## config.mk

```make
export PLATFORM = sky130hd
export DESIGN_NAME = link_status_flags
export DESIGN_NICKNAME = d
export VERILOG_FILES = /design/src/rtl/lsf_pkg.sv /design/src/rtl/lsf_rst_sync.sv /design/src/rtl/lsf_flag_cell.sv /design/src/rtl/lsf_tx_rules.sv /design/src/rtl/lsf_rx_rules.sv /design/src/rtl/lsf_aux_rules.sv /design/src/rtl/link_status_flags.sv
export SDC_FILE = /design/constraint.sdc
export NUM_CORES = 1
export LEC_CHECK = 0
export ABC_AREA = 1
export CAP_MARGIN = 10
export CORE_MARGIN = 5
export CORE_UTILIZATION = 26
export CTS_CLUSTER_DIAMETER = 30
export CTS_CLUSTER_SIZE = 10
export DETAILED_ROUTE_END_ITERATION = 8
export GPL_TIMING_DRIVEN = 0
export PLACE_DENSITY = 0.71
export SETUP_SLACK_MARGIN = 0.4
export SYNTH_ARGS = -nofsm -noshare
export SYNTH_HDL_FRONTEND = slang
export SYNTH_SLANG_ARGS = --single-unit
```

## constraint.sdc

```tcl
create_clock -name clk -period 0.8 [get_ports clk]
set_input_delay 0.2 -clock clk [delete_from_list [all_inputs] [get_ports clk]]
set_output_delay 0.2 -clock clk [all_outputs]
set_load 0.01 [all_outputs]
```

## src/rtl/lsf_pkg.sv

```systemverilog
package lsf_pkg;
  localparam int FLAG_CNT = 4;
  localparam int BIT_TXD  = 0;
  localparam int BIT_RXD  = 1;
  localparam int BIT_HDR  = 2;
  localparam int BIT_BRK  = 3;

  typedef enum logic {
    MODE_FRAME  = 1'b0,
    MODE_STREAM = 1'b1
  } link_mode_e;

  typedef struct packed {
    logic set;
    logic clr;
  } flag_ctl_t;
endpackage

```

## src/rtl/lsf_rst_sync.sv

```systemverilog
module lsf_rst_sync #(
  parameter int STAGES = 2
) (
  input  logic clk,
  input  logic rst_n,
  output logic rst_q_n
);
  logic [STAGES-1:0] chain_q;
  logic [STAGES-1:0] chain_d;

  always_comb begin
    chain_d = {chain_q[STAGES-2:0], 1'b1};
  end

  always_ff @(posedge clk or negedge rst_n) begin
    if (!rst_n) chain_q <= '0;
    else        chain_q <= chain_d;
  end

  assign rst_q_n = chain_q[STAGES-1];
endmodule

```

## src/rtl/lsf_flag_cell.sv

```systemverilog
module lsf_flag_cell (
  input  logic clk,
  input  logic rst_n,
  input  logic set_i,
  input  logic clr_i,
  output logic q_o
);
  logic q_r;
  logic q_d;
  logic q_en;

  // set has priority so that no event is dropped
  always_comb begin
    q_en = set_i | clr_i;
    q_d  = set_i;
  end

  always_ff @(posedge clk or negedge rst_n) begin
    if (!rst_n)    q_r <= 1'b0;
    else if (q_en) q_r <= q_d;
  end

  assign q_o = q_r;

  assert_set_dominates_R8: assert property (@(posedge clk) disable iff (!rst_n)
    set_i |=> q_o);
  assert_idle_holds_R10: assert property (@(posedge clk) disable iff (!rst_n)
    (!set_i && !clr_i) |=> $stable(q_o));
endmodule

```

## src/rtl/lsf_tx_rules.sv

```systemverilog
module lsf_tx_rules
  import lsf_pkg::*;
(
  input  link_mode_e mode,
  input  logic       frame_sent,
  input  logic       eof,
  input  logic       byte_sent,
  input  logic       ptr_match,
  input  logic       cpu_wr,
  input  logic       sw_rst,
  output flag_ctl_t  ctl
);
  always_comb begin
    ctl = '0;
    case (mode)
      MODE_FRAME: begin
        ctl.set = frame_sent;
        ctl.clr = sw_rst;
      end
      MODE_STREAM: begin
        ctl.set = (byte_sent & ptr_match) | eof;
        ctl.clr = sw_rst | cpu_wr;
      end
      default: ctl = '0;
    endcase
  end
endmodule

```

## src/rtl/lsf_rx_rules.sv

```systemverilog
module lsf_rx_rules
  import lsf_pkg::*;
(
  input  link_mode_e mode,
  input  logic       eof,
  input  logic       byte_rcvd,
  input  logic       ptr_equal,
  input  logic       cpu_rd,
  input  logic       buf_ovw,
  input  logic       sw_rst,
  output flag_ctl_t  ctl
);
  always_comb begin
    ctl = '0;
    case (mode)
      MODE_FRAME: begin
        ctl.set = eof;
        ctl.clr = sw_rst | buf_ovw;
      end
      MODE_STREAM: begin
        ctl.set = (byte_rcvd & ~ptr_equal) | eof;
        ctl.clr = sw_rst | cpu_rd;
      end
      default: ctl = '0;
    endcase
  end
endmodule

```

## src/rtl/lsf_aux_rules.sv

```systemverilog
module lsf_aux_rules
  import lsf_pkg::*;
(
  input  logic      hdr_done,
  input  logic      eof,
  input  logic      brk_seen,
  input  logic      brk_clr,
  output flag_ctl_t hdr_ctl,
  output flag_ctl_t brk_ctl
);
  always_comb begin
    hdr_ctl.set = hdr_done;
    hdr_ctl.clr = eof;
    brk_ctl.set = brk_seen;
    brk_ctl.clr = brk_clr;
  end
endmodule

```

## src/rtl/link_status_flags.sv

```systemverilog
module link_status_flags
  import lsf_pkg::*;
#(
  parameter int STAT_W      = 16,
  parameter int SYNC_STAGES = 2
) (
  input  logic              clk,
  input  logic              rst_n,
  input  logic              blk_mode,
  input  logic              ev_frame_sent,
  input  logic              ev_eof,
  input  logic              ev_hdr_done,
  input  logic              ev_break,
  input  logic              ev_byte_tx,
  input  logic              ev_byte_rx,
  input  logic              tx_ptr_eq,
  input  logic              rx_ptr_eq,
  input  logic              cpu_tx_wr,
  input  logic              cpu_rx_rd,
  input  logic              sw_tx_rst,
  input  logic              sw_rx_rst,
  input  logic              sw_brk_clr,
  input  logic              rx_buf_ovw,
  output logic [STAT_W-1:0] status
);
  localparam int PAD_W = STAT_W - FLAG_CNT;

  logic       rst_q_n;
  link_mode_e mode;
  flag_ctl_t  tx_ctl, rx_ctl, hdr_ctl, brk_ctl;
  logic [FLAG_CNT-1:0] set_vec;
  logic [FLAG_CNT-1:0] clr_vec;
  logic [FLAG_CNT-1:0] flags;

  lsf_rst_sync #(.STAGES(SYNC_STAGES)) u_rst (
    .clk(clk), .rst_n(rst_n), .rst_q_n(rst_q_n));

  assign mode = link_mode_e'(blk_mode);

  lsf_tx_rules u_tx (
    .mode(mode), .frame_sent(ev_frame_sent), .eof(ev_eof),
    .byte_sent(ev_byte_tx), .ptr_match(tx_ptr_eq), .cpu_wr(cpu_tx_wr),
    .sw_rst(sw_tx_rst), .ctl(tx_ctl));

  lsf_rx_rules u_rx (
    .mode(mode), .eof(ev_eof), .byte_rcvd(ev_byte_rx), .ptr_equal(rx_ptr_eq),
    .cpu_rd(cpu_rx_rd), .buf_ovw(rx_buf_ovw), .sw_rst(sw_rx_rst),
    .ctl(rx_ctl));

  lsf_aux_rules u_aux (
    .hdr_done(ev_hdr_done), .eof(ev_eof), .brk_seen(ev_break),
    .brk_clr(sw_brk_clr), .hdr_ctl(hdr_ctl), .brk_ctl(brk_ctl));

  always_comb begin
    set_vec          = '0;
    clr_vec          = '0;
    set_vec[BIT_TXD] = tx_ctl.set;
    clr_vec[BIT_TXD] = tx_ctl.clr;
    set_vec[BIT_RXD] = rx_ctl.set;
    clr_vec[BIT_RXD] = rx_ctl.clr;
    set_vec[BIT_HDR] = hdr_ctl.set;
    clr_vec[BIT_HDR] = hdr_ctl.clr;
    set_vec[BIT_BRK] = brk_ctl.set;
    clr_vec[BIT_BRK] = brk_ctl.clr;
  end

  for (genvar g = 0; g < FLAG_CNT; g++) begin : g_flag
    lsf_flag_cell u_cell (
      .clk(clk), .rst_n(rst_q_n),
      .set_i(set_vec[g]), .clr_i(clr_vec[g]), .q_o(flags[g]));
  end

  if (PAD_W > 0) begin : g_pad
    assign status = {{PAD_W{1'b0}}, flags};
  end else begin : g_nopad
    assign status = flags[STAT_W-1:0];
  end

  assert_brk_needs_event_R7: assert property (@(posedge clk) disable iff (!rst_q_n)
    $rose(status[BIT_BRK]) |-> $past(ev_break));
  assert_brk_sticky_R7: assert property (@(posedge clk) disable iff (!rst_q_n)
    (status[BIT_BRK] && !sw_brk_clr) |=> status[BIT_BRK]);
  assert_hdr_clear_R6: assert property (@(posedge clk) disable iff (!rst_q_n)
    (ev_eof && !ev_hdr_done) |=> !status[BIT_HDR]);
  assert_tx_frame_hold_R2: assert property (@(posedge clk) disable iff (!rst_q_n)
    (!blk_mode && status[BIT_TXD] && !sw_tx_rst) |=> status[BIT_TXD]);
  assert_rx_stream_read_R5: assert property (@(posedge clk) disable iff (!rst_q_n)
    (blk_mode && cpu_rx_rd && !ev_eof && !(ev_byte_rx && !rx_ptr_eq)) |=> !status[BIT_RXD]);
  assert_rx_frame_eof_R4: assert property (@(posedge clk) disable iff (!rst_q_n)
    (!blk_mode && ev_eof) |=> status[BIT_RXD]);
endmodule

```

# Word-level counts from Yosys, hierarchy flattened
# Index checks and enable logic that the tools add are counted.
[totals] output_inout_bits=16 inputBits=17 ff_bits=6
[classes] mux=2 bitwise_logic=13
[op_table] op="bitwise OR 1 bit" count=9
[op_table] op="one-hot mux 2 bit (2 select lines)" count=2
[op_table] op="AND 1 bit" count=2
[op_table] op="NOT 1 bit" count=2

# Depth between registers and ports, before layout
[logic_depth] word_depth=5 ltp_mapped=5 mapped_depth_nobuf=5

# By module
# A second synthesis with hierarchy kept.
[unflattened] cells_unflattened=57 area_unflattened_um2=415.4
[by_module_without_submodules] mod="lsf_flag_cell" n_inst=4 seq_area_each_um2=25.0 cells_per_inst=5 area_per_inst_um2=40.0
[by_module_without_submodules] mod="link_status_flags" n_inst=1 seq_area_each_um2=0.0 cells_per_inst=13 area_per_inst_um2=93.8
[by_module_without_submodules] mod="lsf_rst_sync" n_inst=1 seq_area_each_um2=50.0 cells_per_inst=3 area_per_inst_um2=53.8
[by_module_without_submodules] mod="lsf_rx_rules" n_inst=1 seq_area_each_um2=0.0 cells_per_inst=9 area_per_inst_um2=43.8
[by_module_without_submodules] mod="lsf_tx_rules" n_inst=1 seq_area_each_um2=0.0 cells_per_inst=8 area_per_inst_um2=33.8
[by_module_without_submodules] mod="lsf_aux_rules" n_inst=1 seq_area_each_um2=0.0 cells_per_inst=4 area_per_inst_um2=30.0

# Worst setup path after synthesis
# Ideal clock, no wire load.
[synth_path] kind="register -> output" startpoint="register g_flag[2].u_cell.q_r" endpoint="output port status[2]" arrival_time_ns=0.486 slack_ns=0.114 path_stages_with_launch=2 cell_sequence="dfrtp_1 buf_4"
[synth_lines] item="start, declared" line="lsf_flag_cell.sv:8" rtl="logic q_r;"
[synth_lines] item="start signal, assigned" line="lsf_flag_cell.sv:20" rtl="else if (q_en) q_r <= q_d;"
[synth_lines] item="end, declared" line="link_status_flags.sv:24" rtl="output logic [STAT_W-1:0] status"
# No word-level cell between the ends.

# Worst setup path in the final report
[layout_path] startpoint="register g_flag[1].u_cell.q_r" endpoint="output port status[1]"
[layout_lines] item="start, declared" line="lsf_flag_cell.sv:8"
[layout_lines] item="start signal, assigned" line="lsf_flag_cell.sv:20"
# No word-level cell between the ends.

==> results.yml <==
clock_network:
  cts.sinks: 6
  clockBufferDepth: 2
  clk_latency_ns: 0.24
  path_clk_slew_ns: 0.04
  cts_inserted_buffers: 3
  cts.htree.levels: 1
  cts_tree: "built"
  cts_root_buf: "clkbuf_4"
power_and_ir_drop:
  power_mw: 0.886
  p_per_area_nw_per_um2: 1280
  ir_worst_vdd_mv: 0.909
  leakagePower_nw: 0.396
critical_path:
  cp_slowest_cell: "dfrtp_1"
  arrival_ns: 0.84
  r2r-start: "g_flag[1].u_cell.q_o"
  rr_endpoint: "g_flag[1].u_cell.q_o"
  worstRegToRegCells: 5
  cp.required_ns: 0.60
  path_class: "flop to primary output"
  path_cells: "buf_6, buf_6"
  end_kind: "primary output"
  crit_top_cell: "buf_6"
  slowest_delay_ns: 0.38
  rrSetupSlack_ns: -0.02
  cp_max_fo: 2
  start_kind: "flop"
floorplanning:
  ioPinCount: 33
  core_um2: 1330
  die_area_um2: 2310
  start_util_pct: 28.2
  fp.dieH_um: 48.1
  die_x_um: 48.1
  num_rows: 13
logic_synthesis:
  synth_warnings: 0
  syn_area_per_cell_um2: 7.85
  ys_types: 9
  syn_area_um2: 377
  ys_seq_elements: 6
  yosysSeqAreaShare_pct: 39.9
  syn-instance-count: 48
outcome:
  violations: "setup timing"
  outcome: "finished with violations"
timing:
  max_freq_mhz: 957
  finalHoldViolations: 0
  period_share_pct: 131
  finalClockSkew_ns: 0.000442
  setup_viol: 6
  rsz0062_at_grt: "yes"
  setup_slack_ns: -0.245
  drv_slew: 0
  period_minus_slack_ns: 1.04
min_path:
  worst_hold_path_type: "flop to async pin"
layout:
  layout.cells.non_filler: 99
  layout_common_cells: "14 x buf_4, 13 x conb_1, 12 x nand2_1"
  design_area_um2: 691
  post-route-util_pct: 51.8
  area_delta_synth_final_pct: 83.4
  drive_gt1_share_pct: 31.0
  diodes: 0
  final_nets: 103
  layout_commonest_cell: "buf_4"
  fillers: 146
global_route:
  grt_antenna_before_repair: 0
  grt_pass1_vias: 299
  grt_max_degree: 6
  grt_pass1_wl_mm: 1.12
  grt.overflow.total: 0
  grtUsageTotal_pct: 7.83
drt:
  first_iter_violations: 1
  wl_per_cell_um: 7.63
  via_per_inst: 3.54
  dr.pass1.iters: 2
  drc_errors: 0
  totalWireLength_um: 755
  drtAntennaViolNets: 0
  dr_total_vias: 350
placement:
  dp.cells: 94
  dpl.hpwl_um: 679
  numPortBuffers: 20
  dpl_cell_area_um2: 652
  dpl_worst_slack_ns: -0.367
  place_congestion: 0.640
job:
  max_cap_viol_count: 0
registers in the layout, summed over array words and instances (netlist names):
register,count
u_rst.chain_q,2
g_flag.u_cell.q_o,4
layer usage:
metal	part of all wire (%)	global-route usage, %	up-vias
met1	25	6.31	151
li1	-	-	183
met2	61	12.7	16
met4	0	4.84	0
met5	0	0	-
met3	14	6.77	0
cell families after synthesis:
logic type	count (synthesis)	share of synthesized area (%)
AO/OA/AOI/OAI	2	3.99
buffers and inverters	21	36.9
other	2	1.99
flip-flops	6	39.9
AND/OR/NAND/NOR	17	17.3
power by group:
group	switching [mW]	internal [mW]	leakage, nW
Combinational	0.0933	0.184	0.315
Clock	0.0983	0.169	0.0138
Sequential	0.0151	0.327	0.0671
Total	0.207	0.679	0.396
Yosys cell counts:
master / number / area [um2]
a21o_1: 1 / 7.51
buf_4: 16 / 120
conb_1: 2 / 7.51
dfrtp_1: 6 / 150
inv_1: 5 / 18.8
nand2_1: 13 / 48.8
nand3_1: 1 / 5.00
nor2_1: 3 / 11.3
o21bai_1: 1 / 7.51
critical path, delay by kind of cell (launching register included):
family / cells / cell delay, ns
buffers and inverters: 2 / 0.23
flip-flops: 1 / 0.38
layout make-up:
| class | count | area, um2 | area share, % |
|---|---|---|---|
| tap | 15 | 18.8 | 2.72 |
| clock buffer | 3 | 22.5 | 3.26 |
| multi-input combinational | 32 | 131 | 19.0 |
| inverter | 5 | 18.8 | 2.72 |
| buffer | 16 | 135 | 19.6 |
| timing repair buffer | 22 | 214 | 31.0 |
| sequential | 6 | 150 | 21.7 |
how the worst max path moves through the flow:
stage,from,to,slack [ns],cells after the start
5_1_grt,g_flag[1].u_cell.q_o,status[1],-0.29,2
6_report,g_flag[1].u_cell.q_o,status[1],-0.24,2
2_1_floorplan,g_flag[2].u_cell.q_o,status[2],0.12,1
4_1_cts,g_flag[2].u_cell.q_o,status[2],-0.26,2
3_3_place_gp,g_flag[2].u_cell.q_o,status[2],-0.37,2
3_5_place_dp,g_flag[2].u_cell.q_o,status[2],-0.37,2
what timing repair did:
action,CTS,global route
cloned,0,0
setup buffers,1,1
gates resized for setup,25,1
endpoints found under the setup margin,9,9
hold buffers,0,0
pin swaps,7,2
endpoints found under the hold margin,0,0
per-stage QoR:
step | hold slack, ns | setup TNS, ns
after floorplan | -0.0956 | 0
after detailed placement | 0.0598 | -2.27
final | 0.0567 | -0.984
after global placement | 0.0607 | -2.25
after global routing | 0.0773 | -1.26
after CTS | 0.0638 | -1.02
Note: power is estimated with default switching activity, not from simulation.
